[config.mk]
export PLATFORM = sky130hd
export DESIGN_NAME = ovs_bit_sampler
export DESIGN_NICKNAME = d
export VERILOG_FILES = /design/src/rtl/ovs_sampler_pkg.sv /design/src/rtl/ovs_vote_filter.sv /design/src/rtl/ovs_phase_ctr.sv /design/src/rtl/ovs_bit_capture.sv /design/src/rtl/ovs_bit_sampler.sv
export SDC_FILE = /design/constraint.sdc
export NUM_CORES = 1
export LEC_CHECK = 0
export ABC_AREA = 1
export BUFFER_PORTS_ARGS = -buffer_cell sky130_fd_sc_hd__buf_4
export CAP_MARGIN = 10
export CORE_MARGIN = 2
export CORE_UTILIZATION = 30
export CTS_CLUSTER_SIZE = 20
export DETAILED_ROUTE_END_ITERATION = 7
export HOLD_SLACK_MARGIN = 0.03
export REMOVE_ABC_BUFFERS = 1
export SLEW_MARGIN = 20
export SYNTH_ARGS = -nofsm -noshare
export SYNTH_HDL_FRONTEND = slang
export SYNTH_SLANG_ARGS = --single-unit
[constraint.sdc]
create_clock -name clk_i -period 5.1 [get_ports clk_i]
set_input_delay 1.02 -clock clk_i [delete_from_list [all_inputs] [get_ports clk_i]]
set_output_delay 1.02 -clock clk_i [all_outputs]
set_load 0.1 [all_outputs]
[src/rtl/ovs_sampler_pkg.sv]
package ovs_sampler_pkg;
   localparam int unsigned DEF_OVERSAMPLE   = 8;
   localparam int unsigned DEF_VOTE_DEPTH   = 5;
   localparam int unsigned DEF_SAMPLE_POINT = 4;
   // value the phase counter takes in the cycle after a qualifying edge
   localparam int unsigned RESYNC_LOAD      = 1;
endpackage

[src/rtl/ovs_vote_filter.sv]
module ovs_vote_filter #(
   parameter int unsigned DEPTH = ovs_sampler_pkg::DEF_VOTE_DEPTH
) (
   input  logic clk_i,
   input  logic rst_ni,
   input  logic raw_i,
   output logic vote_o
);
   localparam int unsigned HALF = DEPTH / 2;

   if ((DEPTH % 2) == 0) begin : g_bad_depth
      $error("ovs_vote_filter: DEPTH must be odd");
   end

   logic vote_q;

   if (DEPTH == 1) begin : g_pass
      always_ff @(posedge clk_i or negedge rst_ni) begin
         if (!rst_ni) vote_q <= 1'b1;
         else         vote_q <= raw_i;
      end
   end else begin : g_vote
      logic [DEPTH-2:0] hist_q;
      logic [DEPTH-1:0] window_w;
      assign window_w = {hist_q, raw_i};
      always_ff @(posedge clk_i or negedge rst_ni) begin
         if (!rst_ni) begin
            hist_q <= '1;
            vote_q <= 1'b1;
         end else begin
            hist_q <= window_w[DEPTH-2:0];
            vote_q <= ($countones(window_w) > HALF);
         end
      end
   end

   assign vote_o = vote_q;

   AST_VOTE_FOLLOWS_NEW: assert property (@(posedge clk_i) disable iff (!rst_ni)
      (vote_o != $past(vote_o)) |-> ($past(raw_i) == vote_o));
endmodule

[src/rtl/ovs_phase_ctr.sv]
module ovs_phase_ctr #(
   parameter int unsigned OVERSAMPLE   = ovs_sampler_pkg::DEF_OVERSAMPLE,
   parameter int unsigned SAMPLE_POINT = ovs_sampler_pkg::DEF_SAMPLE_POINT
) (
   input  logic clk_i,
   input  logic rst_ni,
   input  logic vote_i,
   input  logic resync_en_i,
   output logic take_o
);
   import ovs_sampler_pkg::*;
   localparam int unsigned CNT_W = $clog2(OVERSAMPLE);
   localparam logic [CNT_W-1:0] CNT_LAST = CNT_W'(OVERSAMPLE - 1);
   localparam logic [CNT_W-1:0] CNT_LOAD = CNT_W'(RESYNC_LOAD);
   localparam logic [CNT_W-1:0] CNT_TAKE = CNT_W'(SAMPLE_POINT);

   if (OVERSAMPLE < 4) begin : g_bad_os
      $error("ovs_phase_ctr: OVERSAMPLE must be at least 4");
   end
   if ((SAMPLE_POINT >= OVERSAMPLE) || (SAMPLE_POINT < RESYNC_LOAD)) begin : g_bad_sp
      $error("ovs_phase_ctr: SAMPLE_POINT out of range");
   end

   logic [CNT_W-1:0] cnt_q;
   logic             vote_prev_q;
   logic             fall_w;

   assign fall_w = vote_prev_q & ~vote_i;

   always_ff @(posedge clk_i or negedge rst_ni) begin
      if (!rst_ni) begin
         cnt_q       <= '0;
         vote_prev_q <= 1'b1;
      end else begin
         vote_prev_q <= vote_i;
         if (fall_w && resync_en_i) cnt_q <= CNT_LOAD;
         else if (cnt_q == CNT_LAST) cnt_q <= '0;
         else                        cnt_q <= cnt_q + CNT_W'(1);
      end
   end

   assign take_o = (cnt_q == CNT_TAKE);

   AST_CNT_RANGE: assert property (@(posedge clk_i) disable iff (!rst_ni)
      cnt_q <= CNT_LAST);
   AST_RESYNC_LOAD: assert property (@(posedge clk_i) disable iff (!rst_ni)
      (fall_w && resync_en_i) |=> (cnt_q == CNT_LOAD));
   AST_GATED_HOLD: assert property (@(posedge clk_i) disable iff (!rst_ni)
      (fall_w && !resync_en_i) |=>
         (cnt_q == (($past(cnt_q) == CNT_LAST) ? '0 : $past(cnt_q) + CNT_W'(1))));
endmodule

[src/rtl/ovs_bit_capture.sv]
module ovs_bit_capture (
   input  logic clk_i,
   input  logic rst_ni,
   input  logic take_i,
   input  logic vote_i,
   output logic stb_o,
   output logic bit_o
);
   logic stb_q;
   logic bit_q;

   always_ff @(posedge clk_i or negedge rst_ni) begin
      if (!rst_ni) begin
         stb_q <= 1'b0;
         bit_q <= 1'b1;
      end else begin
         stb_q <= take_i;
         if (take_i) bit_q <= vote_i;
      end
   end

   assign stb_o = stb_q;
   assign bit_o = bit_q;

   AST_BIT_FROM_VOTE: assert property (@(posedge clk_i) disable iff (!rst_ni)
      stb_o |-> (bit_o == $past(vote_i)));
   AST_STB_SINGLE: assert property (@(posedge clk_i) disable iff (!rst_ni)
      stb_o |=> !stb_o);
endmodule

[src/rtl/ovs_bit_sampler.sv]
module ovs_bit_sampler #(
   parameter int unsigned OVERSAMPLE   = ovs_sampler_pkg::DEF_OVERSAMPLE,
   parameter int unsigned VOTE_DEPTH   = ovs_sampler_pkg::DEF_VOTE_DEPTH,
   parameter int unsigned SAMPLE_POINT = ovs_sampler_pkg::DEF_SAMPLE_POINT
) (
   input  logic clk_i,
   input  logic rst_ni,
   input  logic line_i,
   input  logic resync_en_i,
   output logic voted_o,
   output logic bit_stb_o,
   output logic bit_o
);
   logic vote_w;
   logic take_w;

   ovs_vote_filter #(.DEPTH(VOTE_DEPTH)) vote_i (
      .clk_i  (clk_i),
      .rst_ni (rst_ni),
      .raw_i  (line_i),
      .vote_o (vote_w)
   );

   ovs_phase_ctr #(.OVERSAMPLE(OVERSAMPLE), .SAMPLE_POINT(SAMPLE_POINT)) phase_i (
      .clk_i       (clk_i),
      .rst_ni      (rst_ni),
      .vote_i      (vote_w),
      .resync_en_i (resync_en_i),
      .take_o      (take_w)
   );

   ovs_bit_capture cap_i (
      .clk_i  (clk_i),
      .rst_ni (rst_ni),
      .take_i (take_w),
      .vote_i (vote_w),
      .stb_o  (bit_stb_o),
      .bit_o  (bit_o)
   );

   assign voted_o = vote_w;

   AST_IDLE_AFTER_RESET: assert property (@(posedge clk_i) disable iff (!rst_ni)
      $rose(rst_ni) |-> (voted_o && !bit_stb_o));
endmodule

# Yosys cells after proc, flatten, opt, wreduce, memory -nomap -nowiden
# Cells that the tools add are included.
[word_totals]
elab_cells = 19
out_inout_bits = 3
regBits = 11
input_bits = 4
[classes]
n_addsub = 5
order_cmp = 1
mux = 2
n_reduce_logical = 1
eq_ne = 2
bitwise = 2
[ops]
columns = ["operator", "n"]
rows = [
  ["adder 32 x 1 -> 32 bit", 1],
  ["adder 32 bit", 1],
  ["greater-than comparator 32 x 2 -> 1 bit (second input constant)", 1],
  ["== test 3 bit (second input constant)", 2],
  ["2-to-1 mux 3 bit", 2],
  ["adder 1 x 1 -> 2 bit", 2],
  ["adder 3 x 1 -> 3 bit (second input constant)", 1],
  ["bitwise AND 1 bit", 1],
  ["logical AND 1 bit", 1],
  ["NOT 1 bit", 1],
]

# Longest topological paths before layout
# Gate-level depths: netlist of run 1.
[logic_depth]
word_depth = 4
mapped_depth = 5
mapped_depth_nobuf = 5

# Modules after synthesis
# A second synthesis of run 1 with hierarchy kept.
[hier_totals]
cells_unflattened = 46
area_unflattened_um2 = 495.5
[modules_own_cells]
columns = ["mod", "area_each_um2", "seq_area_each_um2", "cells_each", "n_inst"]
rows = [
  ["ovs_vote_filter", 234.0, 131.4, 19, 1],
  ["ovs_phase_ctr", 195.2, 101.3, 21, 1],
  ["ovs_bit_capture", 66.3, 51.3, 6, 1],
]

# Least setup slack after synthesis of run 1
# No wires, ideal clock.
[synth_timing]
kind = "input -> register"
startpoint = "in line_i"
endpoint = "reg vote_i.vote_q, in the netlist vote_i.vote_o"
required_time_ns = 5.021
setup_time_ns = 0.079
setup_slack_ns = 2.725
arrival_ns = 2.297
path_stages = 5
n_path_buf = 0
path_cell_list = "ha_1 fa_1 inv_1 fa_1 o21ai_0"
[synth_via]
elab_chain_len = 4
[synth_rtl]
columns = ["item", "line", "text"]
rows = [
  ["from (decl)", "ovs_bit_sampler.sv:8", "input logic line_i,"],
  ["adder 1 x 1 -> 2 bit (not written as such)", "ovs_vote_filter.sv:32", "vote_q <= ($countones(window_w) > HALF);"],
  ["adder 32 bit (not written as such)", "ovs_vote_filter.sv:32", ""],
  ["adder 32 x 1 -> 32 bit (not written as such)", "ovs_vote_filter.sv:32", ""],
  ["greater-than comparator 32 x 2 -> 1 bit", "ovs_vote_filter.sv:32", ""],
  ["to (signal assigned)", "ovs_vote_filter.sv:32", ""],
  ["to (decl)", "ovs_vote_filter.sv:15", "logic vote_q;"],
]
# No other way between the ends.
# A chain may end at the register's enable or synchronous reset.

# Worst setup path after layout of run 1
# Same ends and word-level chain as after synthesis.

==> impl_results.md, run 1 <==
* Detail Route Antenna Nets at 0
* Die height at 43.81 um
* HP Start: vote_i.g_vote.hist_q[2]$_DFF_PN1_
* Setup bufs post-CTS at 0
* Critical Path Max Stage Delay at a little under 0.4 ns
* Clock buffer count from CTS at 3
* Final WL at 605 um
* Reg2Reg Depth at 5
* Drt via density at 4.152
* Crit. End Element: register
* Crit path time final at 2.266 ns
* Area of the mapped netlist at 475.5 um^2
* RR Endpoint: vote_i.vote_o$_DFF_PN1_
* Wirelength per Cell at roughly 9.2 um
* Flops & latches, synth at 11
* Ant diodes at 0
* Top sig layer: met3
* Finished Layout Cells at 66
* Commonest non-fill, non-tap cell in the layout: inv_1
* Initial core utilization at 31.93%
* Final period util at 44.44%
* Syn Inst Count at 40
* Fill cells at 152
* Pre-antenna DRT Iters at 1
* Count of different cell masters after synthesis at 10
* Worst-Margin Slew at between 0.2 and 0.3 ns
* Number of global-route vias before repair at around 270
* Die width at 43.81 um
* Final Skew at 0.004446 ns
* Reg clk slew, reported paths at 0.07 ns
* Setup TNS at 0 ns
* Post-CTS Resized at 0
* Pleak at just under 0.3 nW
* CP max stage cell: fa_1
* PortBufs at 6
* CP arrival at 2.45 ns
* Crit path top cell by count: fa_1
* Seq/Total Area, Yosys at 59.74%
* Initial DRC Count at 0
* Critical path cell sequence: buf_4, ha_1, fa_1, inv_1, fa_1, o21ai_0
* CTS Hold Bufs at 0
* Post-Place Cells at 62
* Layout area overhead at 19.21%
* WHS Path Cells at 0
* Setup crit start kind: primary input
* RD Place Congestion at 0.6345
* Share of cells above drive strength 1 at between 30% and 40%
* Global route overflow at 0
* Core area at 1489 um^2
* Met3 Wirelength at ~37 um
* Maximum vdd ir drop at 182.7 uV
* Via count at 274
* # DRC at 0
* Power Density at 567.6 nW/um^2
* Post-synthesis average cell area at 11.89 um^2
* Final Max Tran Viols at 0
* CP max FO at 2
* WP data required at 5.29 ns
* Status: completed
* Worst-skew pair later-pin latency at 0.26 ns
* Register area at between 200 and 300 um^2
* Hold Vio Cnt, Final at 0
* Warnings, synthesis at 0
* Fmax at 441.3 MHz
* Max Cap Violations at 0
* Hold Path End: vote_i.g_vote.hist_q[3]$_DFF_PN1_
* Worst hold-check path type: reg2reg
* Maximum root-to-sink buffer count at 2
* Met2 WL at ~290 um
* Die area at 1919 um^2
* Post-DP HPWL at around 490 um
* Critical path type: in2reg
* R2r setup slk at about 3.2 ns
* Final count of negative-setup-slack endpoints at 0
* Htree depth at 1
* Most frequent cells in the layout: inv_1 (10), dfstp_2 (7), buf_4 (6)
* Clk root buf: clkbuf_4
* Row count at 14
* Clock sinks at 11
* Reg-to-Reg Start: vote_i.g_vote.hist_q[0]$_DFF_PN1_
* Area occupied by multi-input gates at 153.9 um^2
* RSZ-0062 raised after global routing: false
* Gr usage total at 8.010%
* Worst rel slew slack at between 80% and 90%
* Initial antenna violation count at 0
* Global-route wire length before repair at approximately 1100 um
* TritonCTS clock tree: yes
* Layout Nets at 62
* I/O pins at 7
* WL met1 at 277 um
* Pin count of the biggest net entering global routing at 12
-- worst max-delay path, delay by kind of cell --
family          cells  cell delay [ns]
buf+inv             2             0.18
compound gates      1             0.16
fa+ha+maj           3             1.09
-- power by group --
| part | total (mW) | internal [mW] | leakage, nW | switching [mW] |
|---|---|---|---|---|
| Sequential | 0.134 | 0.119 | 0.123 | 0.0152 |
| Clock | 0.0575 | 0.0302 | 0.0150 | 0.0273 |
| Combinational | 0.130 | 0.0363 | 0.159 | 0.0940 |
| Total | 0.322 | 0.185 | 0.297 | 0.136 |
-- metrics by stage --
step	cell area [um^2]	setup slack, ns	hold WS (ns)	power (mW)	util (%)
after global placement	540.5	2.571	0.3597	0.2657	36.30
final	566.8	2.834	0.3691	0.3217	38.07
after detailed placement	540.5	2.553	0.3615	0.2688	36.30
after floorplan	475.5	2.725	0.3558	0.2395	-
after CTS	566.8	2.825	0.3721	0.3293	38.07
after global routing	566.8	2.760	0.3778	0.3472	38.07
-- cell usage after synthesis (all sizes together) --
| cell | instances | area (um^2) |
|---|---|---|
| inv | 10 | 37.54 |
| dfstp | 7 | 183.9 |
| ha | 5 | 62.56 |
| nand2 | 5 | 18.77 |
| dfrtp | 4 | 100.1 |
| nor2 | 3 | 11.26 |
| fa | 2 | 40.04 |
| nand3 | 2 | 10.01 |
| o21ai | 1 | 5.000 |
| or2 | 1 | 6.260 |
-- area by class of cell --
cell class,count,area share (%)
flip-flops and latches,11,50.11
multi-input cells,19,27.15
repair buffers,6,7.947
inverters,10,6.623
clock buffers,4,4.636
well taps,16,3.532
-- metal layers --
layer / vias up / global-route usage, %
li1: 140 / -
met1: 128 / 9.711
met2: 6 / 11.18
met3: 0 / 6.250
met4: 0 / 1.818
met5: - / 0
-- logic make-up after synthesis --
logic type               synth area share [%]
flip-flops                              59.74
AO/OA/AOI/OAI                           1.052
AND/OR/NAND/NOR                         9.738
buffers and inverters                   7.896
adder cells (fa/ha/maj)                 21.58
-- registers in the layout (all words and copies together), names as in the netlist --
name,cells
cap_i.bit_o,1
vote_i.g_vote.hist_q,4
cap_i.stb_o,1
phase_i.cnt_q,3
vote_i.vote_o,1
phase_i.vote_prev_q,1
-- worst max-delay path by stage --
stage	depth (start not counted)	to	slack (ns)	from
floorplan	5	vote_i.vote_o$_DFF_PN1_	2.72	line_i
global placement	6	vote_i.vote_o$_DFF_PN1_	2.57	line_i
detailed placement	6	vote_i.vote_o$_DFF_PN1_	2.55	line_i
CTS	6	vote_i.vote_o$_DFF_PN1_	2.83	line_i
global route	6	vote_i.vote_o$_DFF_PN1_	2.76	line_i
finish	6	vote_i.vote_o$_DFF_PN1_	2.83	line_i
Power figures use the tool's default switching activity.
==> run 2: changes to the inputs <==
Clock period 5.1 ns to 2.15 ns, I/O delays scaled along.
==> run 2 against run 1 <==
Effect of this change:
- design area up 1.8%
- combinational power up 140%
- sequential power up 140%
- global-route usage up 0.78 points
- via count up 0.73%
- clock power up 140%
- register-to-register slack worse by 3.0 ns
- worst hold slack worse by 0.086 ns
==> impl_results.md, run 2 (synthesis results as in run 1) <==
* DP Worst Slack at 0.1293 ns (was 2.553 ns)
* Maximum vdd ir drop at 548.8 uV (was 182.7 uV)
* TritonCTS clock tree: yes (unchanged)
* Final WL at 625 um (was 605 um)
* Critical path type: reg2reg (was in2reg)
* Power Density at 1324 nW/um^2 (was 567.6 nW/um^2)
* CP max stage cell: dfstp_2 (was fa_1)
* Design area at 576.8 um^2 (was 566.8 um^2)
* Fill cells at 152 (unchanged)
* PortBufs at 6 (unchanged)
* Worst hold-check path type: in2reg (was reg2reg)
* Crit path time final at 1.916 ns
* Reg clk slew, reported paths at 0.06 ns (was 0.07 ns)
* Clock sinks at 11 (unchanged)
* Setup bufs post-CTS at 0 (unchanged)
* Die width at 43.81 um (unchanged)
* Finished Layout Cells at 67 (was 66)
* Global-route wire length before repair at 1138 um (was 1083 um)
* Worst-skew pair later-pin latency at 0.26 ns (about the same)
* Die height at 43.81 um (unchanged)
* Worst-Margin Slew at 0.2776 ns (was 0.2777 ns)
* Ant diodes at 0 (unchanged)
* # DRC at 0 (unchanged)
* Fmax at 521.9 MHz
* Post-DP HPWL at 475.6 um (was 487 um)
* Initial DRC Count at 4 (was 0)
* Global route overflow at 0 (unchanged)
* Crit path top cell by count: fa_1 (unchanged)
* Clock buffer count from CTS at 3 (unchanged)
* Maximum root-to-sink buffer count at 2 (unchanged)
* Setup TNS at 0 ns (unchanged)
* Initial core utilization at 31.93% (unchanged)
* R2r setup slk at 0.23 ns (was 3.24 ns)
* Drt via density at 4.119 (was 4.152)
* Final count of negative-setup-slack endpoints at 0 (unchanged)
* Worst rel slew slack at 81.64% (about the same)
* Top reg by flops: vote_i.g_vote.hist_q (unchanged)
* CP arrival at 2.10 ns (was 2.45 ns)
* Critical Path Max Stage Delay at 0.53 ns (was 0.39 ns)
* RD Place Congestion at 0.6556 (was 0.6345)
* Final Power at 0.7636 mW (was 0.3217 mW)
* Setup ws final at 0.2339 ns (was 2.834 ns)
* Row count at 14 (unchanged)
* Layout area overhead at 21.32% (was 19.21%)
* Crit. End Element: register (unchanged)
* Final Skew at 0.004692 ns (was 0.004446 ns)
* Number of global-route vias before repair at 277 (was 266)
* Final Max Tran Viols at 0 (unchanged)
* Die area at 1919 um^2 (unchanged)
* Hold Vio Cnt, Final at 0 (unchanged)
* Most frequent cells in the layout: inv_1 (10), dfstp_2 (7), buf_4 (6) (unchanged)
* Pleak at 0.3009 nW (was 0.2967 nW)
* CP max FO at 2 (unchanged)
* Setup crit start kind: register (was primary input)
* Htree depth at 1 (unchanged)
* Pin count of the biggest net entering global routing at 12 (unchanged)
* Fin util at 38.74% (was 38.07%)
* Detail Route Antenna Nets at 0 (unchanged)
* Post-Place Cells at 62 (unchanged)
* Pre-antenna DRT Iters at 3 (was 1)
* Clk root buf: clkbuf_4 (unchanged)
* Wirelength per Cell at 9.328 um (was 9.167 um)
* Layout Nets at 63 (was 62)
* Share of cells above drive strength 1 at 31.37% (was 32.00%)
* RSZ-0062 raised after global routing: false (unchanged)
* Status: completed (unchanged)
* Largest regs: vote_i.g_vote.hist_q: 4 flops, phase_i.cnt_q: 3 flops (unchanged)
* Max reg flops at 4 (unchanged)
* Gr usage total at 8.786% (was 8.010%)
* WP data required at 2.33 ns (was 5.29 ns)
* Final period util at 89.12%
* Core area at 1489 um^2 (unchanged)
* Commonest non-fill, non-tap cell in the layout: inv_1 (unchanged)
* Max Cap Violations at 0 (unchanged)
* I/O pins at 7 (unchanged)
* Via count at 276 (was 274)
* Post-DP Area at 540.5 um^2 (unchanged)
* Critical path cell sequence: ha_1, fa_1, inv_1, fa_1, o21ai_0 (was buf_4, ha_1, fa_1, inv_1, fa_1, o21ai_0)
* Initial antenna violation count at 0 (unchanged)
* Final hold slack at 0.2827 ns (was 0.3691 ns)
run 2: worst max-delay path: cells and delay by family (launching register included):
kind            cells  cell delay [ns]
buf+inv             1             0.08
compound gates      1             0.20
flops               1             0.53
fa+ha+maj           3             1.03
run 2: timing repair:
action,CTS,global route
hold buffers,1,0
hold endpoints to repair,4,0
gates resized for setup,0,0
run 2: area by class of cell:
cell class | count | area [um^2] | share of cell area (%)
Tap cell | 16 | 20.02 | 3.471
Inverter | 10 | 37.54 | 6.508
Sequential cell | 11 | 284.0 | 49.24
Clock buffer | 4 | 26.28 | 4.555
Timing Repair Buffer | 7 | 55.05 | 9.544
Multi-Input combinational cell | 19 | 153.9 | 26.68
run 2: path summary, 6_finish.rpt:
kind | start | to | cells past startpoint
setup reg to reg | vote_i.g_vote.hist_q[0]$_DFF_PN1_ | vote_i.vote_o$_DFF_PN1_ | 5
hold reg to reg | vote_i.g_vote.hist_q[1]$_DFF_PN1_ | vote_i.g_vote.hist_q[2]$_DFF_PN1_ | 0
hold / removal | line_i | vote_i.g_vote.hist_q[0]$_DFF_PN1_ | 1
min in group asynchronous | rst_ni | phase_i.cnt_q[2]$_DFF_PN0_ | 2
setup / recovery | vote_i.g_vote.hist_q[0]$_DFF_PN1_ | vote_i.vote_o$_DFF_PN1_ | 5
max in group asynchronous | rst_ni | vote_i.g_vote.hist_q[3]$_DFF_PN1_ | 2
run 2: per-layer routing:
metal  part of all wire [%]  global-route usage, %  wire (um)
met5                      0                      0          0
met4                      0                  3.636          0
met3                    6.9                  6.250         43
met2                     50                  12.65        310
met1                     43                  9.974        270
run 2: power breakdown:
| part | switching (mW) | internal (mW) | leakage [nW] |
|---|---|---|---|
| clock network | 0.0664 | 0.0717 | 0.0150 |
| logic | 0.223 | 0.0860 | 0.163 |
| registers | 0.0352 | 0.282 | 0.123 |
| total | 0.324 | 0.439 | 0.301 |
